[src/rtl/sfxr_pkg.sv]
`timescale 1ns/1ps
package sfxr_pkg;

   // Width of the outgoing shift register: opcode byte or a full 32-bit address
   localparam int unsigned TX_W = 32;

   typedef enum logic [1:0] {
      PH_CMD,
      PH_ADDR,
      PH_DUMMY,
      PH_DATA
   } phase_e;

   typedef enum logic [1:0] {
      ST_IDLE,
      ST_SHIFT,
      ST_FIN
   } state_e;

   // Decoded transaction framing held by the setup register
   typedef struct packed {
      logic [7:0] opcode;
      logic [1:0] addr_field;   // address bytes minus one
      logic [1:0] dummy_bytes;  // dummy bytes of 8 cycles
      logic       quad;         // data phase on four lines
      logic [7:0] extra_dummy;  // additional dummy cycles
   } setup_t;

endpackage

[src/rtl/sfxr_cfg_regs.sv]
`timescale 1ns/1ps
module sfxr_cfg_regs
   import sfxr_pkg::*;
#(
   parameter bit QUAD_EN = 1'b1
)(
   input  logic        clk,
   input  logic        rst_n,
   input  logic        cfg_we,
   input  logic        cfg_sel,
   input  logic [31:0] cfg_wdata,
   output setup_t      setup,
   output logic        map_en
);

   setup_t setup_q;
   logic   map_q;

   always_ff @(posedge clk or negedge rst_n) begin
      if (!rst_n) begin
         setup_q <= '0;
         map_q   <= 1'b0;
      end else if (cfg_we) begin
         if (cfg_sel) begin
            map_q <= cfg_wdata[0];
         end else begin
            setup_q.opcode      <= cfg_wdata[7:0];
            setup_q.addr_field  <= cfg_wdata[9:8];
            setup_q.dummy_bytes <= cfg_wdata[11:10];
            setup_q.quad        <= (cfg_wdata[13:12] == 2'b11);
            setup_q.extra_dummy <= cfg_wdata[31:24];
         end
      end
   end

   // Bits 23:14 carry nothing for the read path
   logic unused_wdata;
   assign unused_wdata = ^cfg_wdata[23:14];

   generate
      if (QUAD_EN) begin : g_quad
         assign setup = setup_q;
      end else begin : g_single_only
         logic unused_quad;
         assign unused_quad = setup_q.quad;
         always_comb begin
            setup      = setup_q;
            setup.quad = 1'b0;
         end
      end
   endgenerate

   assign map_en = map_q;

endmodule

[src/rtl/sfxr_shifter.sv]
`timescale 1ns/1ps
module sfxr_shifter
   import sfxr_pkg::*;
#(
   parameter int unsigned WORD_W = 32
)(
   input  logic              clk,
   input  logic              rst_n,
   input  logic              tx_load,
   input  logic [TX_W-1:0]   tx_val,
   input  logic              tx_step,
   input  logic              rx_sample,
   input  logic              quad,
   input  logic [3:0]        io_in,
   output logic              tx_bit,
   output logic [WORD_W-1:0] rx_stream
);

   logic [TX_W-1:0]   tx_q;
   logic [WORD_W-1:0] rx_q;

   always_ff @(posedge clk or negedge rst_n) begin
      if (!rst_n) begin
         tx_q <= '0;
      end else if (tx_load) begin
         tx_q <= tx_val;
      end else if (tx_step) begin
         tx_q <= {tx_q[TX_W-2:0], 1'b0};
      end
   end

   always_ff @(posedge clk or negedge rst_n) begin
      if (!rst_n) begin
         rx_q <= '0;
      end else if (rx_sample) begin
         if (quad) rx_q <= {rx_q[WORD_W-5:0], io_in};
         else      rx_q <= {rx_q[WORD_W-2:0], io_in[1]};
      end
   end

   assign tx_bit    = tx_q[TX_W-1];
   assign rx_stream = rx_q;

endmodule

[src/rtl/sfxr_byte_order.sv]
`timescale 1ns/1ps
module sfxr_byte_order #(
   parameter int unsigned BYTES = 4
)(
   input  logic [BYTES*8-1:0] stream,
   output logic [BYTES*8-1:0] word
);

   // First received byte sits at the top of the stream; it goes to lane 0
   generate
      for (genvar b = 0; b < BYTES; b++) begin : g_lane
         assign word[b*8 +: 8] = stream[(BYTES-1-b)*8 +: 8];
      end
   endgenerate

endmodule

[src/rtl/sflash_xip_reader.sv]
`timescale 1ns/1ps
module sflash_xip_reader
   import sfxr_pkg::*;
#(
   parameter int unsigned ADDR_W     = 24,
   parameter int unsigned WORD_BYTES = 4,
   parameter bit          QUAD_EN    = 1'b1
)(
   input  logic                    clk,
   input  logic                    rst_n,
   input  logic                    cfg_we,
   input  logic                    cfg_sel,
   input  logic [31:0]             cfg_wdata,
   input  logic                    req_valid,
   input  logic [ADDR_W-1:0]       req_addr,
   output logic                    rsp_ready,
   output logic                    rsp_err,
   output logic [WORD_BYTES*8-1:0] rsp_data,
   output logic                    fl_sclk,
   output logic                    fl_cs_n,
   output logic [3:0]              fl_io_out,
   output logic [3:0]              fl_io_oe,
   input  logic [3:0]              fl_io_in
);

   localparam int unsigned WORD_W    = WORD_BYTES * 8;
   localparam int unsigned DUMMY_MAX = 3 * 8 + 255;
   localparam int unsigned MAX_CYC   = (WORD_W > DUMMY_MAX) ? WORD_W : DUMMY_MAX;
   localparam int unsigned CNT_W     = $clog2(MAX_CYC + 1);

   generate
      if (ADDR_W < 1 || ADDR_W > TX_W) begin : g_bad_addr_w
         $error("ADDR_W must lie between 1 and 32");
      end
      if (WORD_BYTES < 1) begin : g_bad_word
         $error("WORD_BYTES must be at least 1");
      end
   endgenerate

   setup_t setup;
   logic   map_en;

   sfxr_cfg_regs #(.QUAD_EN(QUAD_EN)) u_regs (
      .clk       (clk),
      .rst_n     (rst_n),
      .cfg_we    (cfg_we),
      .cfg_sel   (cfg_sel),
      .cfg_wdata (cfg_wdata),
      .setup     (setup),
      .map_en    (map_en)
   );

   state_e            state_q;
   phase_e            ph_q;
   logic [CNT_W-1:0]  cnt_q;
   logic              sclk_q;
   logic              cs_n_q;
   logic              ready_q;
   logic              err_q;
   logic [WORD_W-1:0] data_q;
   logic [TX_W-1:0]   addr_q;

   // Phase lengths in serial clock cycles
   logic [CNT_W-1:0]  addr_cyc;
   logic [CNT_W-1:0]  dummy_cyc;
   logic [CNT_W-1:0]  data_cyc;
   logic [2:0]        addr_bytes;
   logic [4:0]        addr_lshift;

   assign addr_bytes  = {1'b0, setup.addr_field} + 3'd1;
   assign addr_cyc    = CNT_W'({addr_bytes, 3'b000});
   assign dummy_cyc   = CNT_W'({setup.dummy_bytes, 3'b000}) + CNT_W'(setup.extra_dummy);
   assign data_cyc    = setup.quad ? CNT_W'(WORD_BYTES * 2) : CNT_W'(WORD_W);
   assign addr_lshift = {2'd3 - setup.addr_field, 3'b000};

   logic accept;
   logic refuse;
   logic fall;
   logic last;

   assign accept = (state_q == ST_IDLE) && req_valid && !ready_q && map_en;
   assign refuse = (state_q == ST_IDLE) && req_valid && !ready_q && !map_en;
   assign fall   = (state_q == ST_SHIFT) && sclk_q;
   assign last   = (cnt_q == CNT_W'(1));

   // Shifter control
   logic            tx_load;
   logic [TX_W-1:0] tx_val;
   logic            tx_bit;
   logic            rx_sample;
   logic [WORD_W-1:0] rx_stream;
   logic [WORD_W-1:0] rx_word;

   assign tx_load   = accept || (fall && last && ph_q == PH_CMD);
   assign tx_val    = accept ? {setup.opcode, {(TX_W-8){1'b0}}} : (addr_q << addr_lshift);
   assign rx_sample = fall && (ph_q == PH_DATA);

   sfxr_shifter #(.WORD_W(WORD_W)) u_shift (
      .clk       (clk),
      .rst_n     (rst_n),
      .tx_load   (tx_load),
      .tx_val    (tx_val),
      .tx_step   (fall),
      .rx_sample (rx_sample),
      .quad      (setup.quad),
      .io_in     (fl_io_in),
      .tx_bit    (tx_bit),
      .rx_stream (rx_stream)
   );

   sfxr_byte_order #(.BYTES(WORD_BYTES)) u_order (
      .stream (rx_stream),
      .word   (rx_word)
   );

   always_ff @(posedge clk or negedge rst_n) begin
      if (!rst_n) begin
         state_q <= ST_IDLE;
         ph_q    <= PH_CMD;
         cnt_q   <= '0;
         sclk_q  <= 1'b0;
         cs_n_q  <= 1'b1;
         ready_q <= 1'b0;
         err_q   <= 1'b0;
         data_q  <= '0;
         addr_q  <= '0;
      end else begin
         ready_q <= 1'b0;
         err_q   <= 1'b0;
         unique case (state_q)
            ST_IDLE: begin
               if (accept) begin
                  state_q <= ST_SHIFT;
                  ph_q    <= PH_CMD;
                  cnt_q   <= CNT_W'(8);
                  cs_n_q  <= 1'b0;
                  addr_q  <= TX_W'(req_addr);
               end else if (refuse) begin
                  ready_q <= 1'b1;
                  err_q   <= 1'b1;
               end
            end
            ST_SHIFT: begin
               sclk_q <= ~sclk_q;
               if (sclk_q) begin
                  if (last) begin
                     unique case (ph_q)
                        PH_CMD: begin
                           ph_q  <= PH_ADDR;
                           cnt_q <= addr_cyc;
                        end
                        PH_ADDR: begin
                           if (dummy_cyc != '0) begin
                              ph_q  <= PH_DUMMY;
                              cnt_q <= dummy_cyc;
                           end else begin
                              ph_q  <= PH_DATA;
                              cnt_q <= data_cyc;
                           end
                        end
                        PH_DUMMY: begin
                           ph_q  <= PH_DATA;
                           cnt_q <= data_cyc;
                        end
                        PH_DATA: begin
                           state_q <= ST_FIN;
                           cs_n_q  <= 1'b1;
                        end
                        default: ph_q <= PH_CMD;
                     endcase
                  end else begin
                     cnt_q <= cnt_q - CNT_W'(1);
                  end
               end
            end
            ST_FIN: begin
               state_q <= ST_IDLE;
               ready_q <= 1'b1;
               data_q  <= rx_word;
            end
            default: state_q <= ST_IDLE;
         endcase
      end
   end

   logic drive_line;
   assign drive_line = (state_q == ST_SHIFT) && (ph_q == PH_CMD || ph_q == PH_ADDR);

   assign fl_sclk   = sclk_q;
   assign fl_cs_n   = cs_n_q;
   assign fl_io_out = {3'b000, tx_bit & drive_line};
   assign fl_io_oe  = {3'b000, drive_line};
   assign rsp_ready = ready_q;
   assign rsp_err   = err_q;
   assign rsp_data  = data_q;

endmodule

[config.mk]
export PLATFORM = sky130hd
export DESIGN_NAME = sflash_xip_reader
export DESIGN_NICKNAME = d
export VERILOG_FILES = /design/src/rtl/sfxr_pkg.sv /design/src/rtl/sfxr_cfg_regs.sv /design/src/rtl/sfxr_shifter.sv /design/src/rtl/sfxr_byte_order.sv /design/src/rtl/sflash_xip_reader.sv
export SDC_FILE = /design/constraint.sdc
export NUM_CORES = 1
export LEC_CHECK = 0
export BUFFER_PORTS_ARGS = -buffer_cell sky130_fd_sc_hd__buf_2
export CORE_ASPECT_RATIO = 2
export CORE_MARGIN = 2
export CORE_UTILIZATION = 55
export CTS_CLUSTER_DIAMETER = 150
export DETAILED_ROUTE_END_ITERATION = 8
export HOLD_SLACK_MARGIN = 0.1
export MAX_ROUTING_LAYER = met4
export PLACE_DENSITY = 0.77
export RECOVER_POWER = 25
export SKIP_CTS_REPAIR_TIMING = 1
export SYNTH_ARGS = -nofsm -noshare
export SYNTH_HDL_FRONTEND = slang
export SYNTH_SLANG_ARGS = --single-unit
[constraint.sdc]
create_clock -name clk -period 2.7 [get_ports clk]
set_input_delay 0.54 -clock clk [delete_from_list [all_inputs] [get_ports clk]]
set_output_delay 0.54 -clock clk [all_outputs]
set_load 0.005 [all_outputs]
==> summary.txt, run 1 <==
Floorplan
  – # IOs: 109
  – Die height: 172.3 microns
  – Die Area: between 0.015 and 0.02 sq mm
  – Total core area: 0.01389 sq mm
  – Die width: 88.16 microns
  – Std-Cell Rows: between 60 and 70
  – Initial Util: 0.5608

Run status
  – Violated checks: capacitance limit
  – Status: finished with violations

Clocking
  – Clk slew on worst S/H paths: roughly 0.070 ns
  – Total CTS buffers: 17
  – Max Root-Sink Buffers: 2
  – Sink Count: 159
  – Clk_lat worst skew: 0.41 ns
  – CTS tree: yes
  – Clock root buffer master: clkbuf_16
  – H-tree depth: 4

Synthesis
  – Post-synthesis sequential area ratio: 0.5109
  – Largest cells by area after synthesis: dfrtp_1 (51%), mux2_2 (8.1%), mux2i_1 (7.8%)
  – Top cells by count, synth: dfrtp_1 (158), nand2_1 (138), o21ai_0 (66)
  – Ys async rst share: 1.000
  – Number of synthesized flops with an enable pin: 0
  – Primary FF master, synth: dfrtp_1
  – Cells after Synth: 741
  – Yosys top cell area share: 0.5075
  – Most common cell in the netlist: dfrtp_1
  – Number of synthesized register bits: around 160
  – Mapped Area: about 0.008 sq mm
  – Syn_area_per_cell: roughly 11 sq um
  – Post-synthesis cell type count: 66
  – Largest area contributor in the netlist: dfrtp_1
  – Synth warn: 0

Timing
  – PnR worst setup slack: ~0.21 ns
  – Fmax: around 0.4 GHz
  – Setup TNS: 0 ns
  – Max-slew headroom: 0.003372
  – Max-slew violations: 0
  – Fin crit share: 0.9228
  – Slew @ Worst Pin: roughly 1.5 ns
  – Hold_ws: 0.3162 ns
  – RSZ-0062 raised after global routing: false
  – Clk_skew: between 0.009 and 0.01 ns
  – # setup viols final: 0
  – Fin. Hold Viols: 0
  – Final worst path period need: 2.492 ns

Placement
  – Hpwl dp: around 14000 microns
  – DP Area: 0.008424 sq mm
  – Final GP Congestion: 0.9056
  – Port bufs: ~90
  – Place WS: 0.2402 ns

Critical path
  – Worst-path cell chain: ha_1 -> inv_1 -> fa_1 -> or4b_2 -> nor4_1 -> a41oi_1 -> o211ai_1
  – Crit path DAT: about 2.8 ns
  – CP endpoint kind: flop
  – CP max stage delay: 0.63 ns
  – Crit path max fanout: 2
  – Req. time, crit path: between 3 and 4 ns
  – Startpoint Class: flop
  – Max stage delay cell, worst path: or4b_2
  – Setup CP Type: flop to flop

Power and ir drop
  – Pwr dens: around 600 mW/mm^2
  – Sw Share: 0.2457
  – Leakage power: ~0.0044 uW
  – Seq pwr share: 0.461
  – Max VDD drop: roughly 0.00041 V
  – Clk pwr share: 0.470
  – Net Sw Power: between 1000 and 1500 uW
  – Logic pwr share: 0.070
  – Power Internal: between 4000 and 5000 uW

Global routing
  – Antenna violations before repair: 0
  – Vias in the first global route: 6209
  – Gr ovfl total: 0
  – Pin count of the biggest net entering global routing: between 60 and 70
  – First-pass GRT wire length: approximately 32000 microns
  – Tot GR Track Use: 0.2833

Detailed routing
  – Post-DRT Antenna Nets: 0
  – DRT iter0 DRCs: between 400 and 500
  – Pre-Repair DR Iteration Count: 7
  – WL/cell: approximately 20 microns
  – Via Count: about 6.0k
  – Drt drc: 0
  – Vias/cell: 5.913
  – Post-Route WL: about 20000 microns

Cells and area
  – Area grow syn2layout: 15.84%
  – Antenna cell count: 0
  – Nets: about 890
  – Design area: around 0.009 sq mm
  – Fraction of layout cells with a size suffix above 1: 0.2587

Job
  – Maximum Capacitance Violations: 1

Hold path
  – Worst hold-check path type: primary input to flop
-- final cells by class --
type | instances | area, sq um
fillers | 1110 | 4867
multi-input cells | 513 | 3502
well taps | 189 | 236.5
clock inverters | 14 | 195.2
inverters | 12 | 45.04
clock buffers | 17 | 425.4
flip-flops and latches | 159 | 3981
repair buffers | 116 | 638.1
-- state kept, by name, indices dropped and copies added (netlist names) --
name	count
u_shift.tx_q	32
ph_q	2
rsp_err	1
fl_cs_n	1
rsp_data	32
u_regs.map_en	1
addr_q	24
state_q	2
u_regs.setup	21
rsp_ready	1
u_shift.rx_stream	32
cnt_q	9
fl_sclk	1
-- per-stage QoR --
step	utilization	cells	total power [uW]
floorplan	-	746	2742
global placement	0.6065	989	2898
detailed placement	0.6065	989	2914
CTS	0.6511	1020	5447
global route	0.6496	1020	5591
finish	0.6496	1020	5416
-- cells by family after synthesis --
family	after synthesis	synth area share
compound gates	152	0.1262
xor+xnor	2	0.002249
fa+ha+maj	10	0.01703
buf+inv	74	0.04353
flops	159	0.5109
mux	117	0.1593
other cells	1	0.0004814
simple gates	226	0.1402
-- power by group through the flow --
| stage | Sequential, uW | Clock (uW) | Combinational (uW) |
|---|---|---|---|
| finish | 2490 | 2540 | 378 |
| global placement | 2530 | 0 | 364 |
| detailed placement | 2540 | 0 | 379 |
| floorplan | 2500 | 0 | 242 |
| global route | 2500 | 2680 | 413 |
| CTS | 2490 | 2580 | 381 |
-- worst max-delay path: cells and delay by family (launching register included) --
family,cells,cell delay (ns)
adders and majority gates,2,0.67
AOI/OAI and AO/OA,2,0.37
DFF,1,0.35
and+or+nand+nor,2,0.96
buffers and inverters,1,0.05
-- routing by layer --
layer	wire, microns	GRT usage	up-vias
met3	718	0.04821	84
li1	-	-	2780
met4	1196	0.1634	0
met5	0	-	-
met1	7091	0.2989	2953
met2	11040	0.4895	214
-- cell usage in the layout, fill, tap and decap left out, types with 4 or more instances in the layout --
master,count
nor2_1,15
dfrtp_1,157
o31ai_1,4
mux2i_1,61
buf_4,22
inv_8,4
buf_2,91
o211ai_1,7
and3_1,8
clkbuf_16,17
nand2_1,138
inv_1,12
mux2_2,56
o21ai_0,66
a22o_1,6
conb_1,6
a22oi_1,14
a31oi_1,12
o2bb2ai_1,8
nand2b_1,6
nor2b_1,5
nor3_1,6
ha_1,9
a21oi_1,9
nand3_1,17
-- path summary, 6_finish.rpt --
kind / start / to / slack (ns) / cells after the start
setup / recovery: u_regs.setup[3] / cnt_q[5] / 0.21 / 7
hold / removal: req_addr[22] / addr_q[22] / 0.32 / 3
setup reg to reg: u_regs.setup[3] / cnt_q[5] / 0.21 / 7
hold reg to reg: u_shift.tx_q[1] / u_shift.tx_q[1] / 0.50 / 2
max in group asynchronous: rst_n / u_regs.setup[8] / 0.56 / 2
min in group asynchronous: rst_n / rsp_data[7] / 0.49 / 1
Note: power is estimated with default switching activity, not from simulation.
==> inputs of run 2 (changes only) <==
==> constraint.sdc (replaced) <==
create_clock -name clk -period 2.7 [get_ports clk]
set_input_delay 0.135 -clock clk [delete_from_list [all_inputs] [get_ports clk]]
set_output_delay 0.135 -clock clk [all_outputs]
set_load 0.005 [all_outputs]
==> run 2 against run 1 <==
Net effect: the run ends with capacitance limit, slew limit left; utilization increased by 3.4 points; final area up 5.3%; first-iteration DRC count up 11%; die area is the same; critical path depth did not move; critical path type unchanged; critical endpoint unchanged.
==> summary.txt, run 2 (synthesis results as in run 1) <==
Run status
  – Status: finished with violations
  – Violated checks: capacitance limit, slew limit

Placement
  – Place WS: ~0.28 ns
  – Port bufs: 92
  – Cell count after placement: approximately 990
  – Hpwl dp: ~14000 microns
  – Final GP Congestion: a little over 0.9

Timing
  – Slew @ Worst Pin: roughly 1.6 ns
  – Fin. Hold Viols: 0
  – Fin crit share: 0.9151
  – Fmax: 0.4047 GHz
  – Max-slew violations: 66
  – Setup TNS: 0 ns
  – Max-slew headroom: -0.04164
  – PnR worst setup slack: ~0.23 ns
  – Final worst path period need: ~2.5 ns
  – # setup viols final: 0
  – RSZ-0062 raised after global routing: false
  – Clk_skew: roughly 0.0089 ns

Cells and area
  – Fraction of layout cells with a size suffix above 1: 0.2395
  – Multi-input gate area: around 0.0035 sq mm
  – Area grow syn2layout: 21.97%
  – Final design utilization: 0.6840
  – Register area: between 0.003 and 0.004 sq mm
  – Antenna cell count: 0
  – Commonest non-fill, non-tap cell in the layout: dfrtp_1
  – Most frequent cells in the layout: dfrtp_1 (157), nand2_1 (138), buf_2 (91)
  – Nets: 943
  – # fillers: approximately 1.1k
  – Non-filler instance count after layout: between 1k and 1.5k

Floorplan
  – # IOs: about 110
  – Total core area: roughly 0.014 sq mm
  – Die height: ~170 microns
  – Initial Util: 0.5608
  – Std-Cell Rows: 61
  – Die width: 88.16 microns
  – Die Area: between 0.015 and 0.02 sq mm

Critical path
  – CP endpoint kind: flop
  – Req. time, crit path: ~3.0 ns
  – Worst-path cell chain: ha_1 -> inv_1 -> fa_1 -> or4b_2 -> nor4_1 -> a41oi_1 -> o211ai_1
  – Startpoint Class: flop
  – CP max stage delay: roughly 0.63 ns
  – Max stage delay cell, worst path: or4b_2
  – Crit path DAT: 2.81 ns
  – Crit path max fanout: 2
  – Setup CP Type: flop to flop

Clocking
  – Sink Count: around 160
  – Max Root-Sink Buffers: 2
  – Clock root buffer master: clkbuf_16
  – Clk slew on worst S/H paths: around 0.070 ns
  – Total CTS buffers: 17
  – CTS tree: yes
  – H-tree depth: 4
  – Clk_lat worst skew: ~0.42 ns

Global routing
  – Pin count of the biggest net entering global routing: 67
  – Tot GR Track Use: 0.2775
  – Vias in the first global route: ~6.2k
  – Gr ovfl total: 0
  – First-pass GRT wire length: 31180 microns
  – Antenna violations before repair: 0

Detailed routing
  – Pre-Repair DR Iteration Count: 5
  – Via Count: between 6k and 7k
  – Post-Route WL: ~20000 microns
  – Vias/cell: roughly 5.8
  – DRT iter0 DRCs: slightly below 500
  – Post-DRT Antenna Nets: 0
  – WL/cell: 19.09 microns
  – Drt drc: 0

Hold path
  – Worst hold-check path type: primary input to flop

Job
  – Maximum Capacitance Violations: 1

Power and ir drop
  – Max VDD drop: 0.0004653 V
  – Pwr dens: approximately 560 mW/mm^2
  – Leakage power: roughly 0.0046 uW
[run 2: power by group]
| group | leakage [uW] | switching (uW) | internal (uW) | total, uW |
|---|---|---|---|---|
| Combinational | 0.00221 | 236 | 215 | 451 |
| Clock | 0.000291 | 1090 | 1320 | 2410 |
| Sequential | 0.00208 | 60.1 | 2430 | 2490 |
[run 2: cell type report]
type	instances	area share
sequential	159	0.4190
multi-input combinational	513	0.3686
timing repair buffer	165	0.1204
clock buffer	17	0.04477
tap	189	0.02489
clock inverter	15	0.01765
inverter	12	0.004741
[run 2: per-stage QoR]
step	hold slack, ns	total power (uW)	instance area (sq um)
2_1_floorplan	-0.1606	2742	7809
3_3_place_gp	0.1472	2900	8402
3_5_place_dp	0.1521	2914	8402
4_1_cts	-0.2950	5314	8995
5_1_grt	0.3017	5515	9502
6_report	0.2726	5351	9502
[run 2: final timing paths]
kind,startpoint,endpoint,slack (ns),cells past startpoint
min in group asynchronous,rst_n,rsp_data[6],0.70,2
max reg2reg,u_regs.setup[3],cnt_q[5],0.23,7
min,cfg_sel,u_regs.setup[5],0.27,4
min reg2reg,u_shift.tx_q[7],u_shift.tx_q[7],0.49,2
max in group asynchronous,rst_n,u_shift.tx_q[16],0.84,3
max,u_regs.setup[3],cnt_q[5],0.23,7
[run 2: routing by layer]
metal	global-route usage	wire length, microns	up-vias
met5	-	0	-
met4	0.1522	1151	0
met3	0.04248	726	93
met2	0.4806	11290	217
met1	0.2985	7248	3067
li1	-	-	2871
[run 2: critical path, delay by kind of cell (launching register included)]
family / cells / cell delay, ns
adder cells (fa/ha/maj): 2 / 0.67
flip-flops: 1 / 0.36
AO/OA/AOI/OAI: 2 / 0.36
buffers and inverters: 1 / 0.05
AND/OR/NAND/NOR: 2 / 0.94
